File: src/rtl/pps_pkg.sv
package pps_pkg;
  typedef enum logic [1:0] {
    PH_IDLE = 2'd0,
    PH_ACQ  = 2'd1,
    PH_CONV = 2'd2,
    PH_READ = 2'd3
  } phase_e;
endpackage

File: src/rtl/pps_phase_fsm.sv
module pps_phase_fsm
  import pps_pkg::*;
#(
  parameter int TW       = 10,
  parameter int ACQ_CYC  = 1000,
  parameter int CONV_CYC = 500,
  parameter int RDO_CYC  = 500,
  parameter int SETTLE   = 4
) (
  input  logic   clk,
  input  logic   rst_n,
  input  logic   start,
  input  logic   all_done,
  input  logic   ro_complete,
  output phase_e phase,
  output logic   work,
  output logic   accept,
  output logic   timeout_evt,
  output logic   cycle_end
);
  localparam logic [TW-1:0] ACQ_LAST  = TW'(ACQ_CYC - 1);
  localparam logic [TW-1:0] CONV_LAST = TW'(CONV_CYC - 1);
  localparam logic [TW-1:0] RDO_LAST  = TW'(RDO_CYC - 1);
  localparam logic [TW-1:0] SET_LIM   = TW'(SETTLE);

  phase_e        ph_q, ph_d;
  logic [TW-1:0] tmr_q, tmr_d;
  logic          last;

  assign work  = (tmr_q >= SET_LIM);
  assign phase = ph_q;

  always_comb begin
    unique case (ph_q)
      PH_ACQ:  last = (tmr_q == ACQ_LAST);
      PH_CONV: last = (tmr_q == CONV_LAST);
      PH_READ: last = (tmr_q == RDO_LAST);
      default: last = 1'b0;
    endcase
  end

  always_comb begin
    ph_d        = ph_q;
    tmr_d       = tmr_q + 1'b1;
    accept      = 1'b0;
    timeout_evt = 1'b0;
    cycle_end   = 1'b0;
    unique case (ph_q)
      PH_IDLE: begin
        tmr_d = '0;
        if (start) begin
          ph_d   = PH_ACQ;
          accept = 1'b1;
        end
      end
      PH_ACQ: if (last) begin
        ph_d  = PH_CONV;
        tmr_d = '0;
      end
      PH_CONV: if ((work && all_done) || last) begin
        ph_d        = PH_READ;
        tmr_d       = '0;
        timeout_evt = !(work && all_done);
      end
      PH_READ: if ((work && ro_complete) || last) begin
        ph_d      = PH_IDLE;
        tmr_d     = '0;
        cycle_end = 1'b1;
      end
      default: ph_d = PH_IDLE;
    endcase
  end

  always_ff @(posedge clk or negedge rst_n) begin
    if (!rst_n) begin
      ph_q  <= PH_IDLE;
      tmr_q <= '0;
    end else begin
      ph_q  <= ph_d;
      tmr_q <= tmr_d;
    end
  end

  // acquire only advances to convert
  a_r2_acq_order: assert property (@(posedge clk) disable iff (!rst_n)
    (ph_q == PH_ACQ) |=> (ph_q == PH_ACQ || ph_q == PH_CONV));
  // idle is left only through an accepted strobe
  a_r2_idle_exit: assert property (@(posedge clk) disable iff (!rst_n)
    (ph_q == PH_IDLE && !start) |=> (ph_q == PH_IDLE));
endmodule

File: src/rtl/pps_chan_bank.sv
module pps_chan_bank #(
  parameter int NCH = 64
) (
  input  logic           clk,
  input  logic           rst_n,
  input  logic           clear,
  input  logic           trig_win,
  input  logic           done_win,
  input  logic           conv_on,
  input  logic [NCH-1:0] trig_in,
  input  logic [NCH-1:0] conv_done,
  output logic [NCH-1:0] adc_en,
  output logic           all_done
);
  logic [NCH-1:0] trig_q, done_q, settled;

  for (genvar i = 0; i < NCH; i++) begin : g_ch
    always_ff @(posedge clk or negedge rst_n) begin
      if (!rst_n) begin
        trig_q[i] <= 1'b0;
        done_q[i] <= 1'b0;
      end else if (clear) begin
        trig_q[i] <= 1'b0;
        done_q[i] <= 1'b0;
      end else begin
        if (trig_win && trig_in[i]) trig_q[i] <= 1'b1;
        if (done_win && conv_done[i]) done_q[i] <= 1'b1;
      end
    end
    assign settled[i] = !trig_q[i] || done_q[i] || (done_win && conv_done[i]);
    assign adc_en[i]  = conv_on && trig_q[i] && !done_q[i];
  end

  assign all_done = &settled;

  // a converter that was off in convert never turns back on within the phase
  a_r5_no_repower: assert property (@(posedge clk) disable iff (!rst_n)
    (conv_on && !clear && adc_en == '0) |=> (adc_en == '0));
endmodule

File: src/rtl/pps_overrun_ctr.sv
module pps_overrun_ctr #(
  parameter int OVR_W = 8
) (
  input  logic             clk,
  input  logic             rst_n,
  input  logic             hit,
  output logic [OVR_W-1:0] cnt
);
  logic [OVR_W-1:0] cnt_q;

  always_ff @(posedge clk or negedge rst_n) begin
    if (!rst_n)                cnt_q <= '0;
    else if (hit && !(&cnt_q)) cnt_q <= cnt_q + 1'b1;
  end

  assign cnt = cnt_q;

  // the count steps by one per ignored strobe until full
  a_r10_overrun_step: assert property (@(posedge clk) disable iff (!rst_n)
    (hit && !(&cnt_q)) |=> (cnt_q == $past(cnt_q) + 1'b1));
  // a full counter stays full
  a_r10_overrun_sat: assert property (@(posedge clk) disable iff (!rst_n)
    (&cnt_q) |=> (&cnt_q));
endmodule

File: src/rtl/pps_sequencer.sv
module pps_sequencer
  import pps_pkg::*;
#(
  parameter int NCH         = 64,
  parameter int CLK_KHZ     = 1000,
  parameter int ACQ_US      = 1000,
  parameter int CONV_US     = 500,
  parameter int RDO_US      = 500,
  parameter int SETTLE_CLKS = 4,
  parameter int OVR_W       = 8
) (
  input  logic             clk,
  input  logic             rst_n,
  input  logic             cycle_start,
  input  logic [NCH-1:0]   trig_in,
  input  logic [NCH-1:0]   conv_done,
  input  logic             ro_complete,
  output logic             fe_pwr_en,
  output logic [NCH-1:0]   adc_pwr_en,
  output logic             ro_pwr_en,
  output logic [1:0]       phase,
  output logic             cycle_done,
  output logic             conv_timeout,
  output logic [OVR_W-1:0] overrun_cnt
);
  localparam int ACQ_CYC  = CLK_KHZ * ACQ_US / 1000;
  localparam int CONV_CYC = CLK_KHZ * CONV_US / 1000;
  localparam int RDO_CYC  = CLK_KHZ * RDO_US / 1000;
  localparam int MAX_A    = (ACQ_CYC > CONV_CYC) ? ACQ_CYC : CONV_CYC;
  localparam int MAX_CYC  = (MAX_A > RDO_CYC) ? MAX_A : RDO_CYC;
  localparam int TW       = $clog2(MAX_CYC + 1);

  phase_e ph;
  logic   work, accept, timeout_evt, cycle_end, all_done;
  logic   timeout_q, cycle_done_q;

  pps_phase_fsm #(
    .TW(TW), .ACQ_CYC(ACQ_CYC), .CONV_CYC(CONV_CYC),
    .RDO_CYC(RDO_CYC), .SETTLE(SETTLE_CLKS)
  ) u_fsm (
    .clk(clk), .rst_n(rst_n), .start(cycle_start), .all_done(all_done),
    .ro_complete(ro_complete), .phase(ph), .work(work), .accept(accept),
    .timeout_evt(timeout_evt), .cycle_end(cycle_end)
  );

  pps_chan_bank #(.NCH(NCH)) u_bank (
    .clk(clk), .rst_n(rst_n), .clear(accept),
    .trig_win(ph == PH_ACQ && work),
    .done_win(ph == PH_CONV && work),
    .conv_on(ph == PH_CONV),
    .trig_in(trig_in), .conv_done(conv_done),
    .adc_en(adc_pwr_en), .all_done(all_done)
  );

  pps_overrun_ctr #(.OVR_W(OVR_W)) u_ovr (
    .clk(clk), .rst_n(rst_n),
    .hit(cycle_start && ph != PH_IDLE),
    .cnt(overrun_cnt)
  );

  always_ff @(posedge clk or negedge rst_n) begin
    if (!rst_n) begin
      timeout_q    <= 1'b0;
      cycle_done_q <= 1'b0;
    end else begin
      cycle_done_q <= cycle_end;
      if (accept)           timeout_q <= 1'b0;
      else if (timeout_evt) timeout_q <= 1'b1;
    end
  end

  assign fe_pwr_en    = (ph == PH_ACQ);
  assign ro_pwr_en    = (ph == PH_READ);
  assign phase        = ph;
  assign cycle_done   = cycle_done_q;
  assign conv_timeout = timeout_q;

  // idle keeps every supply off
  a_r11_idle_dark: assert property (@(posedge clk) disable iff (!rst_n)
    (phase == 2'd0) |-> (!fe_pwr_en && !ro_pwr_en && adc_pwr_en == '0));
  // at most one supply group is on at a time
  a_r11_one_group: assert property (@(posedge clk) disable iff (!rst_n)
    $onehot0({fe_pwr_en, ro_pwr_en, |adc_pwr_en}));
  // converter enables do not move during convert settling
  a_r3_conv_settle: assert property (@(posedge clk) disable iff (!rst_n)
    (ph == PH_CONV && !work) |=> $stable(adc_pwr_en));
  // the end pulse lasts one clock and lands in idle
  a_r9_pulse: assert property (@(posedge clk) disable iff (!rst_n)
    cycle_done |-> (phase == 2'd0 && $past(phase) == 2'd3));
  a_r9_single: assert property (@(posedge clk) disable iff (!rst_n)
    cycle_done |=> !cycle_done);
endmodule

File: config.mk
export PLATFORM = sky130hd
export DESIGN_NAME = pps_sequencer
export DESIGN_NICKNAME = d
export VERILOG_FILES = /design/src/rtl/pps_pkg.sv /design/src/rtl/pps_phase_fsm.sv /design/src/rtl/pps_chan_bank.sv /design/src/rtl/pps_overrun_ctr.sv /design/src/rtl/pps_sequencer.sv
export SDC_FILE = /design/constraint.sdc
export NUM_CORES = 1
export LEC_CHECK = 0
export CAP_MARGIN = 10
export CORE_MARGIN = 1.5
export CORE_UTILIZATION = 51
export DETAILED_ROUTE_END_ITERATION = 16
export GPL_TIMING_DRIVEN = 0
export PLACE_DENSITY = 0.83
export RECOVER_POWER = 100
export SLEW_MARGIN = 20
export SYNTH_ARGS = -nofsm -noshare
export SYNTH_HDL_FRONTEND = slang
export SYNTH_SLANG_ARGS = --single-unit
File: constraint.sdc
create_clock -name clk -period 4.66 [get_ports clk]
set_input_delay 0.699 -clock clk [delete_from_list [all_inputs] [get_ports clk]]
set_output_delay 0.699 -clock clk [all_outputs]
set_load 0.03 [all_outputs]
After elaboration in Yosys (flattened, before gate mapping):

Index checks and enable logic that the tools add are counted.

* bits in registers: 150
* bits of input ports: 132
* output and inout bits: 78
* logic and storage cells: 1076

* $add $sub $neg: 2
* $lt $le $gt $ge: 1
* eq/ne operators: 9
* muxes and demuxes: 274
* reduce and logical (&&, ||, !) cells: 657

Operators with widths (count)
* 1-bit two-way mux: 264
* 1-bit logical AND: 262
* 2-bit nonzero test: 130
* 1-bit logical NOT: 130
* 1-bit logical OR: 130
* 64-bit AND reduction: 1
* 10-bit one-hot mux with 4 select lines: 1
* 10-bit two-way mux: 3
* 10-bit by 1-bit adder with 10-bit output, second input constant: 1
* 10-bit == test, second input constant: 1
* 10-bit by 9-bit == test with 1-bit output, second input constant: 1
* 10-bit by 3-bit >= comparator with 1-bit output, second input constant: 1
* 8-bit by 1-bit adder with 8-bit output, second input constant: 1
* 2-bit two-way mux: 4
* 2-bit one-hot mux with 4 select lines: 1
* 8-bit AND reduction: 1
* 2-bit == test, second input constant: 2
* 2-bit by 1-bit inequality test with 1-bit output, second input constant: 2
* 2-bit inequality test, second input constant: 2
* 4-bit AND reduction: 1
* 2-bit by 1-bit == test with 1-bit output, second input constant: 1
* 2-bit logical NOT: 1
* 1-bit one-hot mux with 2 select lines: 1
* 2-bit OR reduction: 1

Depth between registers and ports, before layout:

* word-level depth: 11
* mapped depth: 12
* mapped depth without buffers: 9

Cells and area by module:

Synthesis repeated with hierarchy kept, for this count alone.

* cell total of the unflattened synthesis: 764
* area, all modules: 7143.1 sq um

By module, submodules not included
* pps_chan_bank: instances 1, cells each 635, area each 5745.5 sq um, sequential area each 3203.1 sq um
* pps_phase_fsm: instances 1, cells each 85, area each 879.6 sq um, sequential area each 300.3 sq um
* pps_overrun_ctr: instances 1, cells each 35, area each 412.9 sq um, sequential area each 200.2 sq um
* pps_sequencer: instances 1, cells each 9, area each 105.1 sq um, sequential area each 50.0 sq um

Worst setup path before layout:

Ideal clock, no wire load.

* path kind: flip-flop to flip-flop
* from: register u_fsm.ph_q[0], in the netlist u_fsm.phase[0]
* to: register u_fsm.ph_q[1], in the netlist u_fsm.phase[1]
* setup time: 0.134 ns
* arrival: 2.493 ns
* data required time: 4.526 ns
* path slack: 2.032 ns
* cell stages (with the launch flop): 13
* path buffers: 3
* period minus slack after synthesis: 2.628 ns
* cells stage by stage: dfrtp_1 -> inv_1 -> ha_1 -> buf_2 -> buf_2 -> nand2_1 -> a21oi_1 -> o22ai_1 -> nor4_1 -> nand4_1 -> o31ai_4 -> buf_6 -> o221ai_2

* cells in the longest elaborated chain, start to end: 9
* elaborated cells on any way between the ends: 145
* those cells by class: 7 x eq/ne; 2 x mux; 136 x reduce/logical

RTL lines
* from (decl): line pps_phase_fsm.sv:26 `phase_e ph_q, ph_d;`
* from (signal assigned): line pps_phase_fsm.sv:79 `ph_q <= ph_d;`
* 2-bit == test: line pps_phase_fsm.sv:34, pps_phase_fsm.sv:48, pps_sequencer.sv:49
* 1-bit logical AND: line pps_sequencer.sv:49 `.done_win(ph == PH_CONV && work),`
* 1-bit logical AND: line pps_chan_bank.sv:30 `assign settled[i] = !trig_q[i] || done_q[i] || (done_win && conv_done[i]);`
* 1-bit logical OR: line pps_chan_bank.sv:30
* 64-bit AND reduction: line pps_chan_bank.sv:34 `assign all_done = &settled;`
* 1-bit logical AND: line pps_phase_fsm.sv:60 `PH_CONV: if ((work && all_done) || last) begin`
* 1-bit logical OR: line pps_phase_fsm.sv:60
* 2-bit inequality test (no line)
* 4-bit AND reduction (no line)

Several ways; a longest one is shown, not always the timed one.
A chain may end at the register's enable or synchronous reset.

Worst setup path in the final report:

Ends and elaborated chain as after synthesis.

==> out/qor.csv <==
metric,value,unit
hpwl dp,17800,um
prevailing post-synth register cell,dfrtp_1,
final net count,1187,
# IOs,210,
syn avg cell area,8.71,sq um
Critical Path End Type,register,
fraction of registers with async set/reset,1.00,
Routed WL,25000,um
vias in the first global route,6899,
WP data arrival,4.17,ns
RR Endpoint,u_fsm.phase[1]$_DFFE_PN0P_,
Die W,121,um
library cells used by synthesis,47,
total number of vias,7208,
Synth area leader,dfrtp_1,
# Post-CTS Setup Buffers,0,
Synth area leaders,"dfrtp_1, nor2_1, a21oi_1",
synthesized area,7130,sq um
Slew Limit Headroom,-1.04,
H-tree depth,4,
"Core Util, Final",0.730,
Crit Reg-Reg Startpoint,u_fsm.phase[0]$_DFFE_PN0P_,
CTS tree,yes,
worst hold path stage count,2,
ANT nets after route,0,
hold slack,0.486,ns
vias per cell,5.81,
Hold Crit Start,u_bank.done_q[62]$_DFFE_PN0P_,
worst setup margin,0.794,ns
CP max stage delay,0.73,ns
Clock Tree Buf Depth,2,
Max Slew Vio Count,55,
"EDFF count, synth",0,
status,finished with violations,
Fmax,259,MHz
worst slew pin tran,3.07,ns
Crit-path slowest cell,a21oi_1,
die area,14700,sq um
post-route minimum period,3.87,ns
Antenna Cells,0,
Syn Inst Count,818,
# hold bufs at CTS,0,
Port Buffer Count,209,
Final Hold Viols,0,
Overflow after GRT,0,
dpl ws,1.35,ns
Peak VDD IR,0.215,mV
CTS buffer count,17,
leakage,4.59,nW
RePlAce Congestion,0.955,
R2R Setup Slk,0.79,ns
DRC Markers,0,
1st-pass router iterations,6,
worst r2r path cells,11,
"Setup violations, final",0,
CP required,4.96,ns
CTS-repair resized insts,0,
row cnt,43,
commonest cells in the netlist,"nor2_1, a21oi_1, dfrtp_1",
Min-Delay Endpoint,u_bank.done_q[62]$_DFFE_PN0P_,
sequential fraction of the synthesis area,0.527,
"Clk Latency, worst-skew pair",0.44,ns
CP Launch Type,register,
GRT Util Overall,0.350,
initial antenna violation count,0,
CP Max Fanout,10,
initial DRC count,849,
core area,13800,sq um
Synth Net Count,958,
most common cell in the netlist,nor2_1,
Synth Warn #,0,
largest net degree at the start of global routing,97,
wire length per cell,20.2,um
power density cells,310,nW/um^2
HP Class,register to register,
Syn-to-layout area delta,41.1,%
CP top delay family,compound AO/OA/AOI/OAI gates,
clock root cell,clkbuf_16,
failing checks,"capacitance limit, slew limit",
overall power,0.00312,W
final clock skew,0.00649,ns
Die Height,121,um
FILL cells,1052,
number of synthesized register bits,150,
Initial Util,0.517,
share of layout cells above drive strength 1,0.0491,
Clock Pin Slew Worst Setup and Hold Paths,0.06,ns
part of the cycle the worst path needs,0.830,
first-pass GRT wire length,37800,um
WS Path Type,register to register,
top-area cell type share of the netlist area,0.527,
CP bufs+invs,4,
RSZ-0062 raised after global routing,no,
clock sinks,150,
MaxCap Viol Count,1,
CP Cell Sequence,"inv_1, ha_1, inv_1, a21oi_1, clkbuf_1, a21oi_1, nor4_1, nand4_2, o31ai_4, buf_6, o221ai_1",
-- layout make-up --
class | count | area, sq um | area share
inverter | 8 | 30.0 | 0.00299
buffer | 47 | 206 | 0.0205
multi-input combinational | 613 | 3100 | 0.308
sequential | 150 | 3750 | 0.373
clock buffer | 19 | 453 | 0.0450
tap | 180 | 225 | 0.0224
clock inverter | 13 | 171 | 0.0170
timing repair buffer | 210 | 2110 | 0.210
-- stage by stage --
step | setup TNS (ns) | cells | area (sq um)
floorplan | 0 | 818 | 7130
global placement | -466.58 | 1207 | 9440
finish | 0 | 1240 | 10100
global route | 0 | 1240 | 10100
CTS | 0 | 1240 | 10100
detailed placement | 0 | 1208 | 9480
-- kinds of logic (layout without fill, tap and decap cells) --
logic type | Yosys count | count (layout) | synth area share
AOI/OAI and AO/OA | 197 | 197 | 0.156
muxes | 1 | 1 | 0.00158
xor gates and xnor gates | 15 | 15 | 0.0184
and+or+nand+nor | 392 | 392 | 0.250
buffers and inverters | 55 | 297 | 0.0339
adders and majority gates | 8 | 8 | 0.0140
DFF | 150 | 150 | 0.527
-- per-layer routing --
| metal | global-route usage | up-vias | part of all wire |
|---|---|---|---|
| met4 | 0.175 | 0 | 0.043 |
| met2 | 0.530 | 476 | 0.46 |
| li1 | - | 3203 | - |
| met5 | 0 | - | 0 |
| met1 | 0.480 | 3445 | 0.40 |
| met3 | 0.0747 | 84 | 0.096 |
-- how the worst max path moves through the flow --
| stage | depth (start not counted) | endpoint | start |
|---|---|---|---|
| floorplan | 12 | u_fsm.phase[1]$_DFFE_PN0P_ | u_fsm.phase[0]$_DFFE_PN0P_ |
| global placement | 1 | u_bank.trig_q[5]$_DFFE_PN0P_ | rst_n |
| detailed placement | 12 | u_fsm.tmr_q[5]$_DFF_PN0_ | u_fsm.phase[0]$_DFFE_PN0P_ |
| CTS | 6 | adc_pwr_en[8] | u_fsm.phase[0]$_DFFE_PN0P_ |
| global route | 11 | u_fsm.tmr_q[7]$_DFF_PN0_ | u_fsm.phase[0]$_DFFE_PN0P_ |
| finish | 11 | u_fsm.phase[1]$_DFFE_PN0P_ | u_fsm.phase[0]$_DFFE_PN0P_ |
-- report_power, final --
part           switching [W]  total, W  leakage [nW]  internal (W)
logic               0.000143  0.000309          2.57      0.000166
clock network       0.000574   0.00145         0.288      0.000875
registers          0.0000295   0.00136          1.73       0.00133
-- flip-flops by register name, summed over array words and instances, names as in the netlist --
| name | flops |
|---|---|
| u_bank.done_q | 64 |
| conv_timeout | 1 |
| u_fsm.phase | 2 |
| u_bank.trig_q | 64 |
| cycle_done | 1 |
| u_fsm.tmr_q | 10 |
| u_ovr.cnt | 8 |
-- cells in the final DEF, fill, tap and decap left out, types with 17 or more instances in the layout --
cell type	synthesis	layout
clkbuf_16	0	17
clkbuf_1	19	37
o22ai_1	17	17
dlygate4sd3_1	0	72
nand2b_1	60	60
clkdlybuf4s50_1	0	136
dfrtp_1	150	150
nor2_1	229	229
nand2_1	59	59
a21oi_1	160	161
-- tightest hold or removal path, cell delays in order, from the launching register on --
cell and delay, ns:
dfrtp_1 0.33, nor2_1 0.05, nor2_1 0.07
No activity file was read; power rests on OpenSTA's default activity.
